**src/rtl/dma_out_pkg.sv**
```systemverilog
package dma_out_pkg;
  localparam int DW = 32;

  localparam int FL_EOL     = 0;
  localparam int FL_EOP     = 3;
  localparam int FL_INTR    = 4;
  localparam int FL_MD_LSB  = 16;
  localparam int CTX_DIS    = 15;
  localparam int CMD_START  = 5;
  localparam logic [9:0] CMD_LOAD_MASK = 10'h140;

  typedef enum logic [2:0] {
    S_IDLE, S_LOAD, S_META, S_XFER, S_WBACK, S_CTX_RD, S_CTX_WR
  } state_e;

  typedef enum logic [2:0] {
    LK_PEEK, LK_START, LK_CONT, LK_NEXT, LK_RELOAD
  } load_e;
endpackage

```
**src/rtl/dma_beat_calc.sv**
```systemverilog
module dma_beat_calc #(
  parameter int AW          = 32,
  parameter int BURST_BYTES = 2048,
  localparam int BCW        = $clog2(BURST_BYTES + 1)
) (
  input  logic [AW-1:0]  ptr_i,
  input  logic [AW-1:0]  end_i,
  input  logic [BCW-1:0] bcnt_i,
  output logic           empty_o,
  output logic [2:0]     bytes_o,
  output logic           final_o,
  output logic           burst_hit_o
);
  logic [AW-1:0] rem;
  logic [BCW:0]  bsum;

  always_comb begin
    rem         = (end_i > ptr_i) ? end_i - ptr_i : '0;
    empty_o     = (rem == '0);
    bytes_o     = (rem >= AW'(4)) ? 3'd4 : rem[2:0];
    final_o     = (rem <= AW'(4));
    bsum        = (BCW+1)'(bcnt_i) + (BCW+1)'(bytes_o);
    burst_hit_o = (bsum >= (BCW+1)'(BURST_BYTES)) && !final_o;
  end
endmodule

```
**src/rtl/dma_stream_reg.sv**
```systemverilog
module dma_stream_reg #(
  parameter int DW = 32
) (
  input  logic          clk_i,
  input  logic          rst_ni,
  input  logic          flush_i,
  input  logic          load_i,
  input  logic [DW-1:0] data_i,
  input  logic [2:0]    bytes_i,
  input  logic          last_i,
  input  logic          ready_i,
  output logic          valid_o,
  output logic [DW-1:0] data_o,
  output logic [2:0]    bytes_o,
  output logic          last_o,
  output logic          free_o
);
  assign free_o = !valid_o || ready_i;

  always_ff @(posedge clk_i or negedge rst_ni) begin
    if (!rst_ni) begin
      valid_o <= 1'b0;
      data_o  <= '0;
      bytes_o <= '0;
      last_o  <= 1'b0;
    end else if (flush_i) begin
      valid_o <= 1'b0;
    end else if (load_i) begin
      valid_o <= 1'b1;
      data_o  <= data_i;
      bytes_o <= bytes_i;
      last_o  <= last_i;
    end else if (ready_i) begin
      valid_o <= 1'b0;
    end
  end

  AST_STREAM_HOLD: assert property (@(posedge clk_i) disable iff (!rst_ni)
    (valid_o && !ready_i && !flush_i) |=> (valid_o && $stable(data_o) && $stable(bytes_o) && $stable(last_o)));
  AST_LOAD_WHEN_FREE: assert property (@(posedge clk_i) disable iff (!rst_ni)
    load_i |-> free_o);
endmodule

```
**src/rtl/dma_chain_out.sv**
```systemverilog
module dma_chain_out
  import dma_out_pkg::*;
#(
  parameter int AW          = 32,
  parameter int BURST_BYTES = 2048,
  localparam int BCW        = $clog2(BURST_BYTES + 1)
) (
  input  logic          clk_i,
  input  logic          rst_ni,
  input  logic          enable_i,
  input  logic          stop_i,
  input  logic          cmd_valid_i,
  input  logic [9:0]    cmd_i,
  input  logic [AW-1:0] desc_addr_i,
  input  logic [AW-1:0] ctx_addr_i,
  input  logic          cont_i,
  output logic          mem_req_o,
  output logic          mem_we_o,
  output logic [AW-1:0] mem_addr_o,
  output logic [31:0]   mem_wdata_o,
  input  logic          mem_ack_i,
  input  logic [31:0]   mem_rdata_i,
  output logic          st_valid_o,
  input  logic          st_ready_i,
  output logic [31:0]   st_data_o,
  output logic [2:0]    st_bytes_o,
  output logic          st_last_o,
  output logic          md_valid_o,
  output logic [15:0]   md_o,
  output logic          irq_done_o,
  output logic          eol_o,
  output logic          busy_o
);
  state_e         state_q;
  load_e          kind_q;
  logic [1:0]     idx_q;
  logic [AW-1:0]  cur_q, ptr_q;
  logic [DW-1:0]  desc_q [4];
  logic [DW-1:0]  ctx_q;
  logic [BCW-1:0] bcnt_q;
  logic           run_q, eol_q, md_pend_q, irq_q;

  logic       empty, fin, burst_hit, strm_free, mem_fire, strm_load;
  logic [2:0] beat_bytes;
  logic       cmd_go, cont_ok;

  dma_beat_calc #(.AW(AW), .BURST_BYTES(BURST_BYTES)) u_calc (
    .ptr_i       (ptr_q),
    .end_i       (desc_q[3][AW-1:0]),
    .bcnt_i      (bcnt_q),
    .empty_o     (empty),
    .bytes_o     (beat_bytes),
    .final_o     (fin),
    .burst_hit_o (burst_hit)
  );

  assign mem_fire  = mem_req_o && mem_ack_i;
  assign strm_load = (state_q == S_XFER) && mem_fire;

  dma_stream_reg #(.DW(DW)) u_strm (
    .clk_i   (clk_i),
    .rst_ni  (rst_ni),
    .flush_i (!enable_i),
    .load_i  (strm_load),
    .data_i  (mem_rdata_i),
    .bytes_i (beat_bytes),
    .last_i  (fin && desc_q[2][FL_EOP]),
    .ready_i (st_ready_i),
    .valid_o (st_valid_o),
    .data_o  (st_data_o),
    .bytes_o (st_bytes_o),
    .last_o  (st_last_o),
    .free_o  (strm_free)
  );

  assign cmd_go  = cmd_valid_i && |(cmd_i & CMD_LOAD_MASK);
  assign cont_ok = cont_i && !stop_i && run_q && desc_q[2][FL_EOL];

  assign md_valid_o = (state_q == S_META) && md_pend_q && !st_valid_o;
  assign md_o       = desc_q[2][31:FL_MD_LSB];
  assign irq_done_o = irq_q;
  assign eol_o      = eol_q;
  assign busy_o     = (state_q != S_IDLE);

  always_comb begin
    mem_req_o   = 1'b0;
    mem_we_o    = 1'b0;
    mem_addr_o  = '0;
    mem_wdata_o = '0;
    case (state_q)
      S_LOAD: begin
        mem_req_o  = 1'b1;
        mem_addr_o = cur_q + AW'({idx_q, 2'b00});
      end
      S_XFER: begin
        mem_req_o  = !empty && strm_free;
        mem_addr_o = {ptr_q[AW-1:2], 2'b00};
      end
      S_WBACK: begin
        mem_req_o   = 1'b1;
        mem_we_o    = 1'b1;
        mem_addr_o  = cur_q + AW'({idx_q, 2'b00});
        mem_wdata_o = desc_q[idx_q];
      end
      S_CTX_RD: begin
        mem_req_o  = 1'b1;
        mem_addr_o = ctx_addr_i + AW'(4);
      end
      S_CTX_WR: begin
        mem_req_o   = 1'b1;
        mem_we_o    = 1'b1;
        mem_addr_o  = ctx_addr_i + AW'(4);
        mem_wdata_o = ctx_q | (DW'(1) << CTX_DIS);
      end
      default: ;
    endcase
  end

  always_ff @(posedge clk_i or negedge rst_ni) begin
    if (!rst_ni) begin
      state_q   <= S_IDLE;
      kind_q    <= LK_PEEK;
      idx_q     <= '0;
      cur_q     <= '0;
      ptr_q     <= '0;
      ctx_q     <= '0;
      bcnt_q    <= '0;
      run_q     <= 1'b0;
      eol_q     <= 1'b0;
      md_pend_q <= 1'b0;
      irq_q     <= 1'b0;
      for (int i = 0; i < 4; i++) desc_q[i] <= '0;
    end else if (!enable_i) begin
      state_q   <= S_IDLE;
      run_q     <= 1'b0;
      eol_q     <= 1'b0;
      md_pend_q <= 1'b0;
      irq_q     <= 1'b0;
    end else begin
      irq_q <= 1'b0;
      if (stop_i) run_q <= 1'b0;
      case (state_q)
        S_IDLE: begin
          idx_q <= '0;
          if (cmd_go) begin
            cur_q   <= desc_addr_i;
            kind_q  <= cmd_i[CMD_START] ? LK_START : LK_PEEK;
            state_q <= S_LOAD;
          end else if (cont_ok) begin
            kind_q  <= LK_CONT;
            state_q <= S_LOAD;
          end
        end
        S_LOAD: if (mem_fire) begin
          desc_q[idx_q] <= mem_rdata_i;
          idx_q         <= idx_q + 2'd1;
          if (idx_q == 2'd3) begin
            case (kind_q)
              LK_PEEK: begin
                ptr_q   <= desc_q[1][AW-1:0];
                state_q <= S_IDLE;
              end
              LK_START: begin
                ptr_q     <= desc_q[1][AW-1:0];
                bcnt_q    <= '0;
                run_q     <= 1'b1;
                eol_q     <= 1'b0;
                md_pend_q <= 1'b1;
                state_q   <= S_META;
              end
              LK_NEXT: begin
                ptr_q   <= desc_q[1][AW-1:0];
                bcnt_q  <= '0;
                state_q <= S_META;
              end
              LK_RELOAD: begin
                bcnt_q  <= '0;
                state_q <= S_XFER;
              end
              LK_CONT: begin
                if (!desc_q[2][FL_EOL] && eol_q) begin
                  eol_q     <= 1'b0;
                  md_pend_q <= 1'b1;
                  cur_q     <= desc_q[0][AW-1:0];
                  kind_q    <= LK_NEXT;
                  state_q   <= S_LOAD;
                end else begin
                  state_q <= S_IDLE;
                end
              end
              default: state_q <= S_IDLE;
            endcase
          end
        end
        S_META: if (!st_valid_o) begin
          md_pend_q <= 1'b0;
          state_q   <= S_XFER;
        end
        S_XFER: begin
          if (empty) begin
            irq_q   <= desc_q[2][FL_INTR];
            idx_q   <= '0;
            state_q <= S_WBACK;
          end else if (mem_fire) begin
            ptr_q  <= ptr_q + AW'(beat_bytes);
            bcnt_q <= bcnt_q + BCW'(beat_bytes);
            if (burst_hit) begin
              idx_q   <= '0;
              kind_q  <= LK_RELOAD;
              state_q <= S_LOAD;
            end
          end
        end
        S_WBACK: if (mem_fire) begin
          idx_q <= idx_q + 2'd1;
          if (idx_q == 2'd3) begin
            if (desc_q[2][FL_EOP]) md_pend_q <= 1'b1;
            if (desc_q[2][FL_EOL]) begin
              state_q <= S_CTX_RD;
            end else begin
              cur_q   <= desc_q[0][AW-1:0];
              kind_q  <= LK_NEXT;
              state_q <= S_LOAD;
            end
          end
        end
        S_CTX_RD: if (mem_fire) begin
          ctx_q   <= mem_rdata_i;
          state_q <= S_CTX_WR;
        end
        S_CTX_WR: if (mem_fire) begin
          eol_q   <= 1'b1;
          state_q <= S_IDLE;
        end
        default: state_q <= S_IDLE;
      endcase
    end
  end

  AST_ALIGNED_REQ: assert property (@(posedge clk_i) disable iff (!rst_ni)
    mem_req_o |-> (mem_addr_o[1:0] == 2'b00));
  AST_MD_BEFORE_BEAT: assert property (@(posedge clk_i) disable iff (!rst_ni)
    md_valid_o |=> !st_valid_o);
  AST_IRQ_AT_WBACK: assert property (@(posedge clk_i) disable iff (!rst_ni)
    irq_done_o |-> (mem_req_o && mem_we_o));
  AST_IRQ_PULSE: assert property (@(posedge clk_i) disable iff (!rst_ni)
    irq_done_o |=> !irq_done_o);
  AST_EOL_IDLE: assert property (@(posedge clk_i) disable iff (!rst_ni)
    $rose(eol_o) |-> !busy_o);
  AST_DISABLE_IDLE: assert property (@(posedge clk_i) disable iff (!rst_ni)
    !enable_i |=> (!busy_o && !st_valid_o && !eol_o));
endmodule

```
**config.mk**
```make
export PLATFORM = sky130hd
export DESIGN_NAME = dma_chain_out
export DESIGN_NICKNAME = d
export VERILOG_FILES = /design/src/rtl/dma_out_pkg.sv /design/src/rtl/dma_beat_calc.sv /design/src/rtl/dma_stream_reg.sv /design/src/rtl/dma_chain_out.sv
export SDC_FILE = /design/constraint.sdc
export NUM_CORES = 1
export LEC_CHECK = 0
export BUFFER_PORTS_ARGS = -buffer_cell sky130_fd_sc_hd__buf_4
export CORE_MARGIN = 2
export CORE_UTILIZATION = 45
export DETAILED_ROUTE_END_ITERATION = 8
export PLACE_DENSITY = 0.72
export SYNTH_ARGS = -nofsm -noshare
export SYNTH_HDL_FRONTEND = slang
export SYNTH_SLANG_ARGS = --single-unit
```
**constraint.sdc**
```tcl
create_clock -name clk_i -period 5.7 [get_ports clk_i]
set_input_delay 0.855 -clock clk_i [delete_from_list [all_inputs] [get_ports clk_i]]
set_output_delay 0.855 -clock clk_i [all_outputs]
set_load 0.1 [all_outputs]
```
==> impl_metrics.ini, run 1 <==
[layout]
fin_nets = 2196
fillCellCount = 3528
final_layout_size_suffix_gt1_share_pct = 27.6
regArea_um2 = 7110
diodes = 0
stdcell_count = 2583
multi_input_area_um2 = 10100
utilization_pct = 54.0
area_delta_synth_final_pct = 19.1
design_area_um2 = 21300

[grt]
grt_pass1_vias = 15600
overflow = 0
grt_pass1_wl_um = 89200
groute.usage.overall_pct = 27.7
busiest_layer = met2
globalRouteMet2Util_pct = 44.2
met1_usage_pct = 38.1
use_met3_pct = 5.31
antenna_found_initial = 0
grt_max_degree = 141

[pwr]
p_sw_mw = 3.51
power_leakage_nw = 9.88
power.internal_mw = 5.11
power_density_nw_per_um2 = 404
pwr-share-clk_pct = 24.9
vdd_drop_max_uv = 386
seqPwrFrac_pct = 34.2
swShare_pct = 40.7
combPwrFrac_pct = 41.0

[sta]
hold_viol = 0
holdWs_ns = 0.322
tightest_slew_ns = 1.10
finalClockSkew_ns = 0.0116
period_minus_slack_ns = 5.44
fin_crit_sh_pct = 95.4
fin_tns_setup_ns = 0
setup_viol = 0
rsz0062_at_grt = no
maxSlewViolCount = 0
slew_headroom_pct = 26.9
timing.fmax_mhz = 184

[critical_path]
cp-start-kind = flip-flop
arrival_ns = 5.85
crit_type = reg -> reg
worstPathMaxFanout = 7
crit_required_ns = 6.11
endpoint_kind = flip-flop
regToRegSetupSlack_ns = 0.26

[yosys]
syn_avg_cell_area_um2 = 9.71
ys_ff_latch = 284
synthDistinctLibCells = 99
syn_nets = 2004
yosysSeqAreaShare_pct = 39.7
synth-edff-count = 0
syn-cell-area_um2 = 17900
syn_inst = 1843
ys.flop_type = dfrtp_1
synth_warnings = 0
async_reset_ff_share_pct = 100

[place]
dp_hpwl_um = 41700
place.gp.congestion = 0.929
io_buffers = 229
dpl.cell_count = 2523
dpl_cell_area_um2 = 20100

[clocking]
numCtsBuffers = 34
root_buffer = clkbuf_16
numClockSinks = 284
path_clk_slew_ns = 0.06
cts_hold_buffers = 0
cts_max_level = 2
cts_max_path_buffers = 3
cts_tree = yes
clk-insertion-delay-late_ns = 0.53

[die]
ioPinCount = 237
start_util_pct = 45.4
core_um2 = 39500
dieHeight_um = 203
die_width_um = 203
die-area_um2 = 41400
num_rows = 73

[drt]
wirelength_um = 57600
dr.pass1.iters = 5
drc = 0
num_vias = 15700
avgRoutedWirePerCell_um = 22.3
dr.first_iter.drc_count = 1299
ant_nets = 0
vias_per_cell = 6.06

[run_status]
outcome = finished clean

[job]
maxCapViolations = 0

[hold_path]
hold_path_class = in -> async
-- per-layer routing --
layer  share of wire [%]  vias up  wire, um
li1                    -     7080         -
met1                  43     7787     24900
met2                  46      677     26500
met3                 7.7      113      4420
met4                 3.0        0      1720
met5                   0        -         0
-- sequential cells by signal (all words and copies together), names as in the netlist, 2 cells and up --
| signal | count |
|---|---|
| bcnt_q | 12 |
| ctx_q | 31 |
| cur_q | 32 |
| desc_q | 112 |
| idx_q | 2 |
| kind_q | 3 |
| md_o | 16 |
| ptr_q | 32 |
| state_q | 3 |
| u_strm.bytes_o | 3 |
| u_strm.data_o | 32 |
-- synth_stat cells (all sizes together), types with 5 or more instances --
cell      n  area share (%)
dfrtp   284              40
nand2   246             5.2
mux2    163              10
o21ai   115             3.2
nor2    105             2.2
a21oi    98             2.8
inv      72             1.5
clkbuf   71             1.5
mux2i    71             4.0
buf      48             1.4
nand3    45             1.3
ha       43             3.0
xor2     37             1.8
nand4    34             1.2
mux4     32             4.0
xnor2    32             1.6
and3     23            0.83
nor3     23            0.71
a22oi    21            0.88
o22ai    21            0.73
nor2b    20            0.74
a31oi    18            0.63
a211oi   14            0.68
o221ai   14            0.72
nand2b   12            0.42
o21a     12            0.55
or3      12            0.45
and4      9            0.44
o31ai     9            0.41
and2      8            0.29
nor4      8            0.31
o211ai    8            0.34
a21boi    6            0.31
a21o      6            0.25
o21bai    6            0.31
o22a      6            0.29
a221oi    5            0.24
a22o      5            0.24
-- repair_timing --
action                     CTS  global route
gates resized for setup      0            19
setup buffers                0             1
setup endpoints to repair    0            17
-- area by class of cell --
type                            instances  area share [%]
Clock buffer                           52            4.73
Sequential cell                       284            33.3
Clock inverter                          7           0.340
Inverter                               73            1.28
Multi-Input combinational cell       1367            47.4
Tap cell                              525            3.08
Timing Repair Buffer                  275            9.83
-- kinds of logic after synthesis --
family | synth area share [%]
AO/OA/AOI/OAI | 15.8
adder cells (fa/ha/maj) | 3.56
multiplexers | 18.2
buffers and inverters | 4.42
flip-flops | 39.7
XOR/XNOR | 3.38
AND/OR/NAND/NOR | 14.9
-- power by group through the flow --
stage	clock network, mW	registers [mW]	logic, mW
after floorplan	0	2.85	2.68
after global placement	0	2.93	3.44
after detailed placement	0	2.96	3.49
after CTS	2.18	2.93	3.51
after global routing	2.26	3.00	3.77
final	2.14	2.94	3.53
-- metrics by stage --
stage / worst slack [ns] / power [mW]
after floorplan: 0.0813 / 5.53
after global placement: 0.225 / 6.37
after detailed placement: 0.142 / 6.45
after CTS: 0.124 / 8.61
after global routing: 0.0170 / 9.03
final: 0.260 / 8.62
-- worst max-delay path: stages (launching register included) --
cell	delay (ns)
dfrtp_1	0.40
inv_1	0.06
ha_1	0.33
buf_4	0.17
nand4_1	0.12
o221ai_2	0.15
nor2b_4	0.17
or4_1	0.54
a2111oi_4	0.40
o2111ai_1	0.21
nor4_2	0.20
nand3_2	0.13
or3_1	0.44
buf_4	0.18
fa_1	0.45
nand2b_1	0.09
a31oi_1	0.11
o211a_1	0.22
a221o_1	0.39
a21oi_2	0.22
mux2_1	0.34
-- worst paths after layout --
kind                                from           endpoint  depth (start not counted)
max                             ptr_q[9]          kind_q[1]                         20
min                               rst_ni  u_strm.bytes_o[0]                          1
max reg2reg                     ptr_q[9]          kind_q[1]                         20
min reg2reg                u_strm.last_o      u_strm.last_o                          2
max in group asynchronous         rst_ni        desc_q[107]                          2
min in group clk_i         u_strm.last_o      u_strm.last_o                          2
-- cell usage in the layout (no fill, tap or decap), types with 6 or more instances in the layout --
cell	count
a211oi_1	12
a21oi_1	90
a21oi_2	6
a22oi_1	21
a31oi_1	18
and2_1	6
and3_1	22
and4_1	9
buf_4	272
clkbuf_1	10
clkbuf_16	35
clkbuf_8	7
dfrtp_1	281
ha_1	41
inv_1	72
mux2_2	162
mux2i_1	71
mux4_2	32
nand2_1	245
nand2b_1	11
nand3_1	43
nand4_1	34
nor2_1	105
nor2b_1	18
nor3_1	21
o211ai_1	8
o21a_1	11
o21ai_0	111
o221ai_1	13
o22a_1	6
o22ai_1	21
o31ai_1	8
or3_1	11
xnor2_1	32
xor2_1	37
No activity file was read; power rests on OpenSTA's default activity.
==> run 2, diff against run 1 <==
==> constraint.sdc (replaced) <==
create_clock -name clk_i -period 5.7 [get_ports clk_i]
set_input_delay 0.57 -clock clk_i [delete_from_list [all_inputs] [get_ports clk_i]]
set_output_delay 0.57 -clock clk_i [all_outputs]
set_load 0.1 [all_outputs]
==> run 2 against run 1 <==
  * Flip-flop and latch count unchanged
  * Sequential power about the same
  * Combinational power about the same
  * Core utilization decreased by 0.18 points
  * Clock-buffer cell count decreased by 7
  * Total power decreased by 0.43%
  * Final cell count decreased by 0.12%
  * Global-route usage increased by 0.063 points
  * Register-to-register slack improved by 0.02 ns
  * Via count increased by 0.79%
  * Fmax increased by 0.45%
  * Clock skew increased by 0.0017 ns
  * Critical endpoint is now ptr_q[10]
==> impl_metrics.ini, run 2 (synthesized netlist as in run 1, its figures left out) <==
[clocking]
numClockSinks = 284
cts_tree = yes
numCtsBuffers = 34
root_buffer = clkbuf_16
cts_max_level = 2
cts_max_path_buffers = 3
path_clk_slew_ns = 0.06
clk-insertion-delay-late_ns = 0.54
cts_hold_buffers = 0

[drt]
dr_wl_met2_um = 27000
vias_per_cell = 6.12
wirelength_um = 57900
dr_wl_met3_um = 4440
num_vias = 15800
ant_nets = 0
dr.first_iter.drc_count = 1467
routed.top_layer = met5
dr.pass1.iters = 7
avgRoutedWirePerCell_um = 22.5
drt-met1-wl_um = 24800
drc = 0

[sta]
timing.fmax_mhz = 185
tightest_slew_ns = 1.06
setup_viol = 0
layout_setup_ws_ns = 0.285
hold_viol = 0
period_minus_slack_ns = 5.42
slew_headroom_pct = 29.4
maxSlewViolCount = 0
finalClockSkew_ns = 0.0133
fin_crit_sh_pct = 95.0

[layout]
diodes = 0
layout_common_cells = dfrtp_1, buf_4, nand2_1, mux2_2, o21ai_0
largest_reg_flops = 112
top_register = desc_q
fillCellCount = 3562
area_delta_synth_final_pct = 18.7
final_layout_size_suffix_gt1_share_pct = 27.5
fin_nets = 2196
stdcell_count = 2580
mostFrequentLayoutCell = dfrtp_1

[die]
num_rows = 73
ioPinCount = 237
core_um2 = 39500
die-area_um2 = 41400
die_width_um = 203
dieHeight_um = 203
start_util_pct = 45.4

[grt]
grt_pass1_vias = 15700
antenna_found_initial = 1
grt_pass1_wl_um = 89800
overflow = 0
groute.usage.overall_pct = 27.8
grt_max_degree = 139

[critical_path]
cp-start-kind = flip-flop
path_cells = inv_1 -> ha_1 -> a21oi_2 -> o221ai_2 -> nor2b_4 -> or4_1 -> a2111oi_4 -> o2111ai_1 -> nor4_2 -> nand3_2 -> and2_1 -> nor3_1 -> buf_4 -> ha_1 -> inv_1 -> fa_1 -> maj3_1 -> nor2_1 -> buf_4 -> a31oi_1 -> o22a_1
max_stage_delay_ns = 0.56
worst_r2r_path_depth = 21
regToRegSetupSlack_ns = 0.28
worstPathMaxFanout = 8
crit_required_ns = 6.12
r2r-start = ptr_q[9]
crit_type = reg -> reg
worst-path-buf-inv = 4
r2r-end = ptr_q[10]
critical_path.top_delay_family = simple AND/OR/NAND/NOR gates
endpoint_kind = flip-flop
worst_path_max_delay_cell = maj3_1
arrival_ns = 5.84

[pwr]
power_density_nw_per_um2 = 404
finalPower_mw = 8.58
power_leakage_nw = 9.86
vdd_drop_max_uv = 345

[place]
io_buffers = 229
pre_cts_ws_ns = 0.172
dpl.cell_count = 2524
place.gp.congestion = 0.898
dp_hpwl_um = 42000

[job]
maxCapViolations = 0

[hold_path]
hold_path_class = in -> async

[run_status]
outcome = finished clean
[run 2: how the worst max path moves through the flow]
stage	startpoint	depth (start not counted)	to	slack (ns)
2_1_floorplan	ptr_q[3]	14	mem_req_o	0.22
3_3_place_gp	ptr_q[9]	21	kind_q[1]	0.28
3_5_place_dp	ptr_q[0]	21	kind_q[1]	0.17
4_1_cts	ptr_q[0]	21	kind_q[1]	0.13
5_1_grt	ptr_q[9]	21	kind_q[1]	-0.0008
6_report	ptr_q[9]	21	ptr_q[10]	0.28
[run 2: layout make-up]
cell class,instances,area [um^2],share of cell area (%)
multi-input cells,1367,10100,47.5
inverters,73,274,1.29
clock buffers,45,942,4.43
clock inverters,11,96.3,0.453
flip-flops and latches,284,7110,33.4
repair buffers,275,2080,9.81
well taps,525,657,3.09
[run 2: stage by stage]
step	TNS (ns)	util, %	area [um^2]	hold WS, ns
after floorplan	0	-	17900	0.274
after global placement	0	51.0	20100	0.458
after detailed placement	0	51.0	20100	0.464
after CTS	0	53.7	21200	0.0443
after global routing	-0.000766	53.9	21300	0.0861
final	0	53.9	21300	0.0335
[run 2: layer usage]
layer	vias to the layer above	global-route usage, %
met4	2	8.84
met3	134	5.29
met2	715	44.7
met5	-	0
li1	7071	-
met1	7858	38.0
[run 2: power breakdown]
group / total [mW] / internal, mW / switching (mW)
Combinational: 3.55 / 1.35 / 2.20
Sequential: 2.94 / 2.49 / 0.454
Clock: 2.09 / 1.21 / 0.883
Total: 8.58 / 5.04 / 3.54
[run 2: what timing repair did]
action	4_1_cts	5_1_grt
setup endpoints to repair	0	21
buffers inserted	0	0
resized for setup	0	16
